$ cat config.mk
export PLATFORM = sky130hd
export DESIGN_NAME = nvm_ctrl_unit
export DESIGN_NICKNAME = d
export VERILOG_FILES = /design/src/rtl/nvm_pkg.sv /design/src/rtl/nvm_req_decode.sv /design/src/rtl/nvm_csr.sv /design/src/rtl/nvm_seq.sv /design/src/rtl/nvm_ctrl_unit.sv
export SDC_FILE = /design/constraint.sdc
export NUM_CORES = 1
export LEC_CHECK = 0
export ABC_AREA = 1
export BUFFER_PORTS_ARGS = -buffer_cell sky130_fd_sc_hd__buf_2
export CAP_MARGIN = 5
export CORE_MARGIN = 2
export CORE_UTILIZATION = 38
export CTS_CLUSTER_DIAMETER = 50
export DETAILED_ROUTE_END_ITERATION = 6
export GPL_TIMING_DRIVEN = 0
export PLACE_DENSITY = 0.71
export SYNTH_ARGS = -nofsm -noshare
export SYNTH_HDL_FRONTEND = slang
export SYNTH_SLANG_ARGS = --single-unit
$ cat constraint.sdc
create_clock -name clk -period 0.8 [get_ports clk]
set_input_delay 0.08 -clock clk [delete_from_list [all_inputs] [get_ports clk]]
set_output_delay 0.08 -clock clk [all_outputs]
set_load 0.05 [all_outputs]
$ cat src/rtl/nvm_pkg.sv
package nvm_pkg;
  localparam int CTRL_W = 8;
  localparam int OP_W   = 2;
  localparam int SP_W   = 2;

  // Bit positions that software relies on
  localparam int B_PROG  = 7;
  localparam int B_CFG   = 6;
  localparam int B_ERASE = 4;
  localparam int B_ERR   = 3;
  localparam int B_WEN   = 2;
  localparam int B_WGO   = 1;
  localparam int B_RGO   = 0;

  typedef enum logic [OP_W-1:0] {
    OP_NONE  = 2'b00,
    OP_READ  = 2'b01,
    OP_WRITE = 2'b10,
    OP_ERASE = 2'b11
  } nvm_op_e;

  typedef enum logic [SP_W-1:0] {
    SP_DATA = 2'b00,
    SP_PROG = 2'b01,
    SP_CFG  = 2'b10
  } nvm_space_e;
endpackage

$ cat src/rtl/nvm_req_decode.sv
module nvm_req_decode
  import nvm_pkg::*;
(
  input  logic       cpu_wr_en,
  input  logic       wd_prog,
  input  logic       wd_cfg,
  input  logic       wd_erase,
  input  logic       wd_wgo,
  input  logic       wd_rgo,
  input  logic       wen_q,
  input  logic       busy_q,
  input  logic       warm_rst,
  output logic       wr_go,
  output logic       rd_go,
  output nvm_op_e    go_op,
  output nvm_space_e go_space
);
  logic idle_access;

  always_comb begin
    idle_access = cpu_wr_en && !busy_q && !warm_rst;
    // write start needs the enable already set before this access
    wr_go = idle_access && wd_wgo && wen_q;
    // read refused in program space; an accepted write takes priority
    rd_go = idle_access && wd_rgo && !wd_prog && !wr_go;

    if (wr_go)      go_op = wd_erase ? OP_ERASE : OP_WRITE;
    else if (rd_go) go_op = OP_READ;
    else            go_op = OP_NONE;

    if (wd_cfg)       go_space = SP_CFG;
    else if (wd_prog) go_space = SP_PROG;
    else              go_space = SP_DATA;
  end
endmodule

$ cat src/rtl/nvm_csr.sv
module nvm_csr
  import nvm_pkg::*;
(
  input  logic              clk,
  input  logic              rst,
  input  logic              warm_rst,
  input  logic              cpu_wr_en,
  input  logic [CTRL_W-1:0] cpu_wdata,
  input  logic              wr_go,
  input  logic              rd_go,
  input  logic              mem_done,
  output logic [CTRL_W-1:0] ctrl_q,
  output logic              wen_q,
  output logic              busy_q
);
  logic prog_q, cfg_q, erase_q, err_q, wgo_q, rgo_q;

  always_ff @(posedge clk) begin
    if (rst) begin
      prog_q  <= 1'b0;
      cfg_q   <= 1'b0;
      erase_q <= 1'b0;
      err_q   <= 1'b0;
      wen_q   <= 1'b0;
      wgo_q   <= 1'b0;
      rgo_q   <= 1'b0;
    end else if (warm_rst) begin
      // space and erase selections survive for post-mortem tracing
      wen_q <= 1'b0;
      wgo_q <= 1'b0;
      rgo_q <= 1'b0;
      if (wgo_q) err_q <= 1'b1;
    end else begin
      if (cpu_wr_en) begin
        prog_q  <= cpu_wdata[B_PROG];
        cfg_q   <= cpu_wdata[B_CFG];
        erase_q <= cpu_wdata[B_ERASE];
        err_q   <= cpu_wdata[B_ERR];
        wen_q   <= cpu_wdata[B_WEN];
      end
      if (wgo_q && mem_done) err_q <= 1'b0;
      rgo_q <= rd_go;
      if (wr_go)         wgo_q <= 1'b1;
      else if (mem_done) wgo_q <= 1'b0;
    end
  end

  assign busy_q = wgo_q;

  always_comb begin
    ctrl_q          = '0;
    ctrl_q[B_PROG]  = prog_q;
    ctrl_q[B_CFG]   = cfg_q;
    ctrl_q[B_ERASE] = erase_q;
    ctrl_q[B_ERR]   = err_q;
    ctrl_q[B_WEN]   = wen_q;
    ctrl_q[B_WGO]   = wgo_q;
    ctrl_q[B_RGO]   = rgo_q;
  end
endmodule

$ cat src/rtl/nvm_seq.sv
module nvm_seq
  import nvm_pkg::*;
(
  input  logic            clk,
  input  logic            rst,
  input  logic            warm_rst,
  input  logic            wr_go,
  input  logic            rd_go,
  input  nvm_op_e         go_op,
  input  nvm_space_e      go_space,
  input  logic            busy_q,
  input  logic            mem_done,
  output logic            mem_start,
  output logic [OP_W-1:0] mem_op,
  output logic [SP_W-1:0] mem_space,
  output logic            wr_done_pulse
);
  always_ff @(posedge clk) begin
    if (rst) begin
      mem_start     <= 1'b0;
      mem_op        <= OP_NONE;
      mem_space     <= SP_DATA;
      wr_done_pulse <= 1'b0;
    end else begin
      mem_start     <= wr_go || rd_go;
      mem_op        <= go_op;
      if (wr_go || rd_go) mem_space <= go_space;
      wr_done_pulse <= busy_q && mem_done && !warm_rst;
    end
  end
endmodule

$ cat src/rtl/nvm_ctrl_unit.sv
module nvm_ctrl_unit
  import nvm_pkg::*;
(
  input  logic              clk,
  input  logic              rst,
  input  logic              warm_rst,
  input  logic              cpu_wr_en,
  input  logic [CTRL_W-1:0] cpu_wdata,
  output logic [CTRL_W-1:0] cpu_rdata,
  output logic              mem_start,
  output logic [OP_W-1:0]   mem_op,
  output logic [SP_W-1:0]   mem_space,
  input  logic              mem_done,
  output logic              busy,
  output logic              wr_done_pulse
);
  logic       wr_go, rd_go, wen_q, busy_q;
  nvm_op_e    go_op;
  nvm_space_e go_space;
  logic       unused_wd5;

  assign unused_wd5 = cpu_wdata[5];

  nvm_req_decode i_dec (
    .cpu_wr_en (cpu_wr_en),
    .wd_prog   (cpu_wdata[B_PROG]),
    .wd_cfg    (cpu_wdata[B_CFG]),
    .wd_erase  (cpu_wdata[B_ERASE]),
    .wd_wgo    (cpu_wdata[B_WGO]),
    .wd_rgo    (cpu_wdata[B_RGO]),
    .wen_q     (wen_q),
    .busy_q    (busy_q),
    .warm_rst  (warm_rst),
    .wr_go     (wr_go),
    .rd_go     (rd_go),
    .go_op     (go_op),
    .go_space  (go_space)
  );

  nvm_csr i_csr (
    .clk       (clk),
    .rst       (rst),
    .warm_rst  (warm_rst),
    .cpu_wr_en (cpu_wr_en),
    .cpu_wdata (cpu_wdata),
    .wr_go     (wr_go),
    .rd_go     (rd_go),
    .mem_done  (mem_done),
    .ctrl_q    (cpu_rdata),
    .wen_q     (wen_q),
    .busy_q    (busy_q)
  );

  nvm_seq i_seq (
    .clk           (clk),
    .rst           (rst),
    .warm_rst      (warm_rst),
    .wr_go         (wr_go),
    .rd_go         (rd_go),
    .go_op         (go_op),
    .go_space      (go_space),
    .busy_q        (busy_q),
    .mem_done      (mem_done),
    .mem_start     (mem_start),
    .mem_op        (mem_op),
    .mem_space     (mem_space),
    .wr_done_pulse (wr_done_pulse)
  );

  assign busy = busy_q;
endmodule

# After elaboration in Yosys (flattened, before gate mapping)
# Index checks and enable logic that the tools add are counted.
# word_totals
regBits	13
inputBits	13
output_inout_bits	15
word_cells	43
# op_classes
eq_ne	1
mux	11
bitwise	1
reduce_logical	19
# ops
op	count
$logic_and A1 B1 Y1	9
$mux W1	9
$logic_not A1 Y1	4
$mux W2	2
$reduce_and A2 Y1	2
$reduce_bool A3 Y1	1
$ne A2 B1 Y1 const B	1
$reduce_bool A2 Y1	1
$reduce_or A2 Y1	1
$logic_or A1 B1 Y1	1
$not A1 Y1	1

# Longest topological paths before layout
# Gate-level depths: netlist of run 1.
# logic_depth
depth_word	9
ltp_mapped	7
ltp_nobuf	7

# Cells and area by module
# Synthesis of run 1 repeated with hierarchy kept, for this count alone.
# hier_totals
hier_cells	89
hier_area_um2	620.6
# modules_own_cells
module	n_inst	cells_per_inst	area_each_um2	seq_area_each_um2
nvm_csr	1	47	334.1	140.1
nvm_seq	1	25	200.2	120.1
nvm_req_decode	1	17	86.3	0.0

# Least setup slack after synthesis of run 1
# OpenSTA, ideal clock, no wires.
# synth_path
path_type	register to register
start	register i_csr.wgo_q, in the netlist i_csr.busy_q
end	register i_csr.err_q
setup_time_ps	113
arrival_time_ps	1161
required_time_ps	687
path_slack_ps	-473
stages_incl_launch_ff	6
path_buffers	0
synth_period_minus_slack_ps	1273
path_cell_list	dfxtp_1 nand2_1 a21oi_1 nand2_1 nand2_1 nor2_1
# synth_via
elab_chain_len	3
word_cells_on_any_way	6
cone_classes	1 x eq/ne; 2 x mux; 3 x reduce/logical
# synth_rtl
item	line	text
from (decl)	nvm_csr.sv:16	logic prog_q, cfg_q, erase_q, err_q, wgo_q, rgo_q;
from (signal assigned)	nvm_csr.sv:25	wgo_q <= 1'b0;
from (signal assigned)	nvm_csr.sv:30	wgo_q <= 1'b0;
from (signal assigned)	nvm_csr.sv:43	if (wr_go) wgo_q <= 1'b1;
$logic_and A1 B1 Y1	nvm_csr.sv:41	if (wgo_q && mem_done) err_q <= 1'b0;
$reduce_bool A3 Y1 (no source line) or $mux W1 (tied branches)	--	
$reduce_and A2 Y1 (no source line) or $mux W1 (tied branches)	--	
to (signal assigned)	nvm_csr.sv:38	err_q <= cpu_wdata[B_ERR];
to (decl)	nvm_csr.sv:16	
# Several ways; a longest one is shown, not always the timed one.
# A chain may end at the register's enable or synchronous reset.

# Final worst setup path of run 1
# layout_path
start	register i_csr.wgo_q, in the netlist i_csr.busy_q
end	output cpu_rdata[1]
# layout_rtl
item	line	text
to (decl)	nvm_ctrl_unit.sv:9	output logic [CTRL_W-1:0] cpu_rdata,
# No word-level cell between the ends.

==> results_dict.tcl, run 1 <==
set metrics [dict create \
    hold_path_class "in -> reg" \
    required_ns 0.72 \
    overflow 0 \
    area_delta_synth_final_pct 65.5 \
    stdcell_count 120 \
    numClockSinks 13 \
    yosysTopAreaCell "dfxtp_1" \
    fin_ws_ns -0.166 \
    crit_type "reg -> out" \
    cts_tree "done" \
    reg.largest.list "i_seq.mem_op x2, i_seq.mem_space x2" \
    max_freq_mhz 1040 \
    syn-instance-count 77 \
    violations "negative setup slack" \
    path_delay_family "flip-flops" \
    finalInstanceArea_um2 942 \
    avgViaCountPerCell 4.58 \
    yosysSeqAreaShare_pct 45.7 \
    setup_viol 21 \
    initial_core_util_pct 42.2 \
    cts_made_buffers 3 \
    hpwlAfterDp_um 874 \
    fin_crit_sh_pct 121 \
    clkLatencyLatePin_ns 0.26 \
    io_buffers 25 \
    finalMaxSlewViolations 0 \
    multi_input_area_um2 263 \
    diodes 0 \
    path_clk_slew_ns 0.08 \
    start_kind "register" \
    drt_iter0_markers 6 \
    grt_pass1_vias 515 \
    drive_above_1_share_pct 60.0 \
    rsz0062_at_grt "true" \
    synth_nets 90 \
    track_usage_pct 15.3 \
    gp_congestion 0.703 \
    finClkSkew_ns 0.00472 \
    seq_area_um2 279 \
    die_x_um 42.7 \
    worst_setup_path_end_kind "output port" \
    placed_area_um2 738 \
    maxCapViolCount 0 \
    clockBufferDepth 2 \
    hold_buffers 0 \
    grt_pass1_wl_mm 2.12 \
    crit_path_cell_trace "buf_6 -> buf_8" \
    finalNetCount 119 \
    clock_tree.root_cell "clkbuf_4" \
    fillCellCount 120 \
    finalHoldViolations 0 \
    synth_cell_types 16 \
    routed-via-count 550 \
    ir_drop_mv 0.685 \
    io_pins 28 \
    slowest_delay_ns 0.37 \
    dieArea_um2 1820 \
    ys_seq_elements 13 \
    p_leak_nw 0.453 \
    remaining_drc_errors 0 \
    min_period_ns 0.966 \
    place_inst 117 \
    synth_top_area_share_pct 45.7 \
    p_per_area_nw_per_um2 1480 \
    dr.pass1.iters 2 \
    yosysWarnings 0 \
    slowest_stage "dfxtp_4" \
    core_um2 1350 \
    ant_nets 0 \
    drt-total-wl_mm 1.31 \
    status "finished with violations" \
    grt_max_degree 8 \
    worstPathArrival_ns 0.89 \
    dieHeight_um 42.7 \
    core.rowCount 13 \
    antenna_found_initial 0 \
    cts_max_level 1 \
    synth_area_leaders "dfxtp_1, buf_4, nor2_1, nand2_1, inv_1" \
    cp_num_buf_inv 2 \
    synth_area_per_cell_um2 7.39 \
    crit_fanout 6 \
    synth_area_um2 569 \
    worst_hold_slack_ns 0.0492 \
    wl_per_cell_um 10.9 \
]
==> worst register-to-register path, delay by kind of cell (launching register included) <==
| family | cells | cell delay (ns) |
|---|---|---|
| AO/OA/AOI/OAI | 1 | 0.08 |
| AND/OR/NAND/NOR | 4 | 0.29 |
| flip-flops | 1 | 0.37 |
| buffers and inverters | 1 | 0.14 |
==> cell usage after synthesis <==
cell and n:
nor4_1 1, o21ai_0 2, a21oi_1 4, nor3_1 1, nor2_4 1, inv_1 11, conb_1 1, nand3_1 2
dfxtp_1 13, o21ai_2 1, buf_4 8, a211oi_1 2, nor2_1 16, or2_0 1, nand2_1 12, nand2_2 1
==> cell families (layout without fill, tap and decap cells) <==
family,after synthesis,after routing,synth area share [%]
AO/OA/AOI/OAI,9,9,9.45
buffers and inverters,19,47,17.8
flip-flops,13,13,45.7
other,1,1,0.659
AND/OR/NAND/NOR,35,35,26.4
==> power breakdown <==
| part | internal, mW | leakage, nW | switching, mW |
|---|---|---|---|
| sequential | 0.671 | 0.112 | 0.0184 |
| clock | 0.193 | 0.0150 | 0.197 |
| combinational | 0.131 | 0.326 | 0.188 |
==> placed cells by master (no fill, tap or decap), types with 3 or more instances in the layout <==
cell and count:
clkbuf_4 3, nor2_1 16, a21oi_2 3, buf_2 11, buf_4 5, nand2_1 9
buf_6 5, dfxtp_2 12, inv_1 9, nand2_2 4, buf_8 11
==> routing by layer <==
metal,GRT usage [%],vias up,share of wire [%]
li1,-,285,-
met4,9.38,0,2.5
met5,0,-,0
met1,18.9,238,39
met2,23.9,23,51
met3,3.40,4,7.3
==> repair_timing <==
action | CTS | global route
setup endpoints to repair | 21 | 23
setup buffers | 2 | 1
gates resized for setup | 53 | 5
cloned | 0 | 0
pin swaps | 2 | 0
==> per-stage QoR <==
step                      setup TNS, ns  total power [mW]  utilization [%]  setup slack (ns)
after detailed placement         -0.334             0.952             54.7            -0.129
after CTS                         -1.66              1.41             67.5            -0.183
after floorplan                  -0.382             0.881                -           -0.0974
after global placement           -0.258             0.949             54.7            -0.112
after global routing              -2.43              1.49             69.8            -0.212
final                             -1.45              1.40             69.8            -0.166
==> path summary, 6_finish.rpt <==
path	from	endpoint	slack (ns)	cells after the start
min	cpu_wdata[2]	i_csr.wen_q	0.05	3
max reg2reg	i_csr.busy_q	i_seq.mem_space[1]	-0.15	6
min reg2reg	i_csr.err_q	i_csr.err_q	0.49	2
max	i_csr.busy_q	cpu_rdata[1]	-0.17	2
==> layout make-up <==
type,instances,share of cell area (%)
Inverter,11,4.38
Tap cell,15,1.99
Timing Repair Buffer,28,29.0
Clock buffer,4,2.79
Buffer,4,4.38
Sequential cell,13,29.6
Multi-Input combinational cell,45,27.9
(Power assumes the default switching activity.)
==> run 2: changes to the inputs <==
--- a/config.mk
+++ b/config.mk
@@ -8,12 +8,16 @@
 export ABC_AREA = 1
 export BUFFER_PORTS_ARGS = -buffer_cell sky130_fd_sc_hd__buf_2
 export CAP_MARGIN = 5
+export CELL_PAD_IN_SITES_DETAIL_PLACEMENT = 0
+export CELL_PAD_IN_SITES_GLOBAL_PLACEMENT = 1
+export CORE_ASPECT_RATIO = 0.7
 export CORE_MARGIN = 2
-export CORE_UTILIZATION = 38
+export CORE_UTILIZATION = 26
 export CTS_CLUSTER_DIAMETER = 50
 export DETAILED_ROUTE_END_ITERATION = 6
 export GPL_TIMING_DRIVEN = 0
-export PLACE_DENSITY = 0.71
+export PLACE_DENSITY_LB_ADDON = 0.1
+export SETUP_SLACK_MARGIN = 0.3
 export SYNTH_ARGS = -nofsm -noshare
 export SYNTH_HDL_FRONTEND = slang
 export SYNTH_SLANG_ARGS = --single-unit
==> run 2 against run 1 <==
Against the previous run: the flow still finishes with violations (negative setup slack); clock skew shrank 0.00094 ns; worst hold slack lost 0.0083 ns; maximum frequency shrank 3.3%; register-to-register slack is essentially flat; critical path depth is the same; critical path type unchanged; critical endpoint is now busy; largest cell class unchanged.
==> results_dict.tcl, run 2 (same netlist as run 1, synthesis figures left out) <==
set metrics [dict create \
    overflow 0 \
    setup-tns-final_ns -2.26 \
    drt_iter0_markers 5 \
    remaining_drc_errors 0 \
    max_freq_mhz 1000 \
    fillCellCount 203 \
    clockBufferDepth 2 \
    io_pins 28 \
    start_kind "register" \
    io_buffers 25 \
    core_um2 2100 \
    diodes 0 \
    status "finished with violations" \
    die_x_um 59.9 \
    cts_made_buffers 3 \
    layout_commonest_cell "buf_8" \
    clkLatencyLatePin_ns 0.27 \
    cp_num_buf_inv 2 \
    path_clk_slew_ns 0.08 \
    worst_setup_path_end_kind "output port" \
    ant_nets 0 \
    dieHeight_um 43.2 \
    fin_ws_ns -0.199 \
    fin_crit_sh_pct 125 \
    antenna_found_initial 0 \
    track_usage_pct 12.0 \
    setup_viol 23 \
    final_util_pct 53.0 \
    p_per_area_nw_per_um2 1290 \
    cts_max_level 1 \
    grt_max_degree 8 \
    grt_pass1_vias 522 \
    drive_above_1_share_pct 71.1 \
    gp_congestion 0.718 \
    min_period_ns 0.999 \
    crit_path_cell_trace "buf_4 -> buf_8" \
    p_leak_nw 0.531 \
    most-common-layout-cells "buf_8, nor2_1, buf_2, buf_6, dfxtp_4" \
    routed-via-count 568 \
    cts_tree "done" \
    hold_path_class "in -> reg" \
    hpwlAfterDp_um 996 \
    rsz0062_at_grt "true" \
    finalNetCount 128 \
    reg.largest.list "i_seq.mem_op x2, i_seq.mem_space x2" \
    slowest_stage "dfxtp_4" \
    violations "negative setup slack" \
    path_delay_family "flip-flops" \
    initial_core_util_pct 27.1 \
    crit_fanout 5 \
    drt-total-wl_mm 1.39 \
    dr.pass1.iters 2 \
    finalMaxSlewViolations 0 \
    maxCapViolCount 0 \
    dieArea_um2 2590 \
    required_ns 0.72 \
    worst_hold_slack_ns 0.0410 \
    slowest_delay_ns 0.37 \
    pre_cts_ws_ns -0.171 \
    finClkSkew_ns 0.00378 \
    area_delta_synth_final_pct 95.6 \
    numClockSinks 13 \
    worstPathArrival_ns 0.92 \
    crit_type "reg -> out" \
    clock_tree.root_cell "clkbuf_4" \
    avgViaCountPerCell 4.12 \
    grt_pass1_wl_mm 2.28 \
    ir_drop_mv 0.936 \
    finalHoldViolations 0 \
    wl_per_cell_um 10.1 \
    core.rowCount 14 \
]
[run 2: cell count changes in the layout (fill, tap and decap cells not counted), sizes merged]
cell,previous run,this run
buf,32,41
[run 2: per-stage QoR]
step,cells,instance area (um2),power [mW]
2_1_floorplan,77,653,0.886
3_3_place_gp,126,808,0.960
3_5_place_dp,126,808,0.961
4_1_cts,133,1000,1.44
5_1_grt,138,1110,1.51
6_report,138,1110,1.44
[run 2: layer usage]
metal	GRT usage (%)	share of wire [%]	routed length (um)	up-vias
li1	-	-	-	306
met1	15.2	46	636	245
met2	17.8	47	651	15
met3	6.40	6.2	86	2
met4	2.67	0.94	13	0
met5	0	0	0	-
[run 2: worst paths after layout]
path	slack (ns)	cells after the start	start	endpoint
setup reg to reg	-0.15	6	i_csr.busy_q	i_csr.err_q
hold reg to reg	0.47	2	i_csr.erase_q	i_csr.erase_q
hold / removal	0.04	2	rst	i_seq.mem_start
setup / recovery	-0.20	2	i_csr.busy_q	busy
[run 2: area by class of cell]
cell class              count  area [um2]  area share (%)
flip-flops and latches     13         297            26.6
plain buffers               8        90.1            8.09
multi-input cells          45         297            26.6
well taps                  24        30.0            2.70
clock buffers               4        26.3            2.36
repair buffers             33         333            29.9
inverters                  11        41.3            3.71
[run 2: timing repair]
item / CTS / global route
endpoints found under the setup margin: 27 / 27
pin swaps: 5 / 5
cloned: 0 / 0
resized for setup: 44 / 19
setup buffers: 3 / 5
hold buffers: 0 / 0
[run 2: where the power goes]
part	internal [mW]	switching, mW	total [mW]	leakage, nW
clock network	0.193	0.206	0.399	0.0150
logic	0.166	0.206	0.372	0.402
registers	0.652	0.0188	0.671	0.114
total	1.01	0.431	1.44	0.531
[run 2: worst register-to-register path: stages (launching register included)]
cell	delay, ns
dfxtp_4	0.39
buf_4	0.13
nand2_4	0.06
a21oi_2	0.13
nand2_2	0.05
nand2_1	0.05
nor2_1	0.04
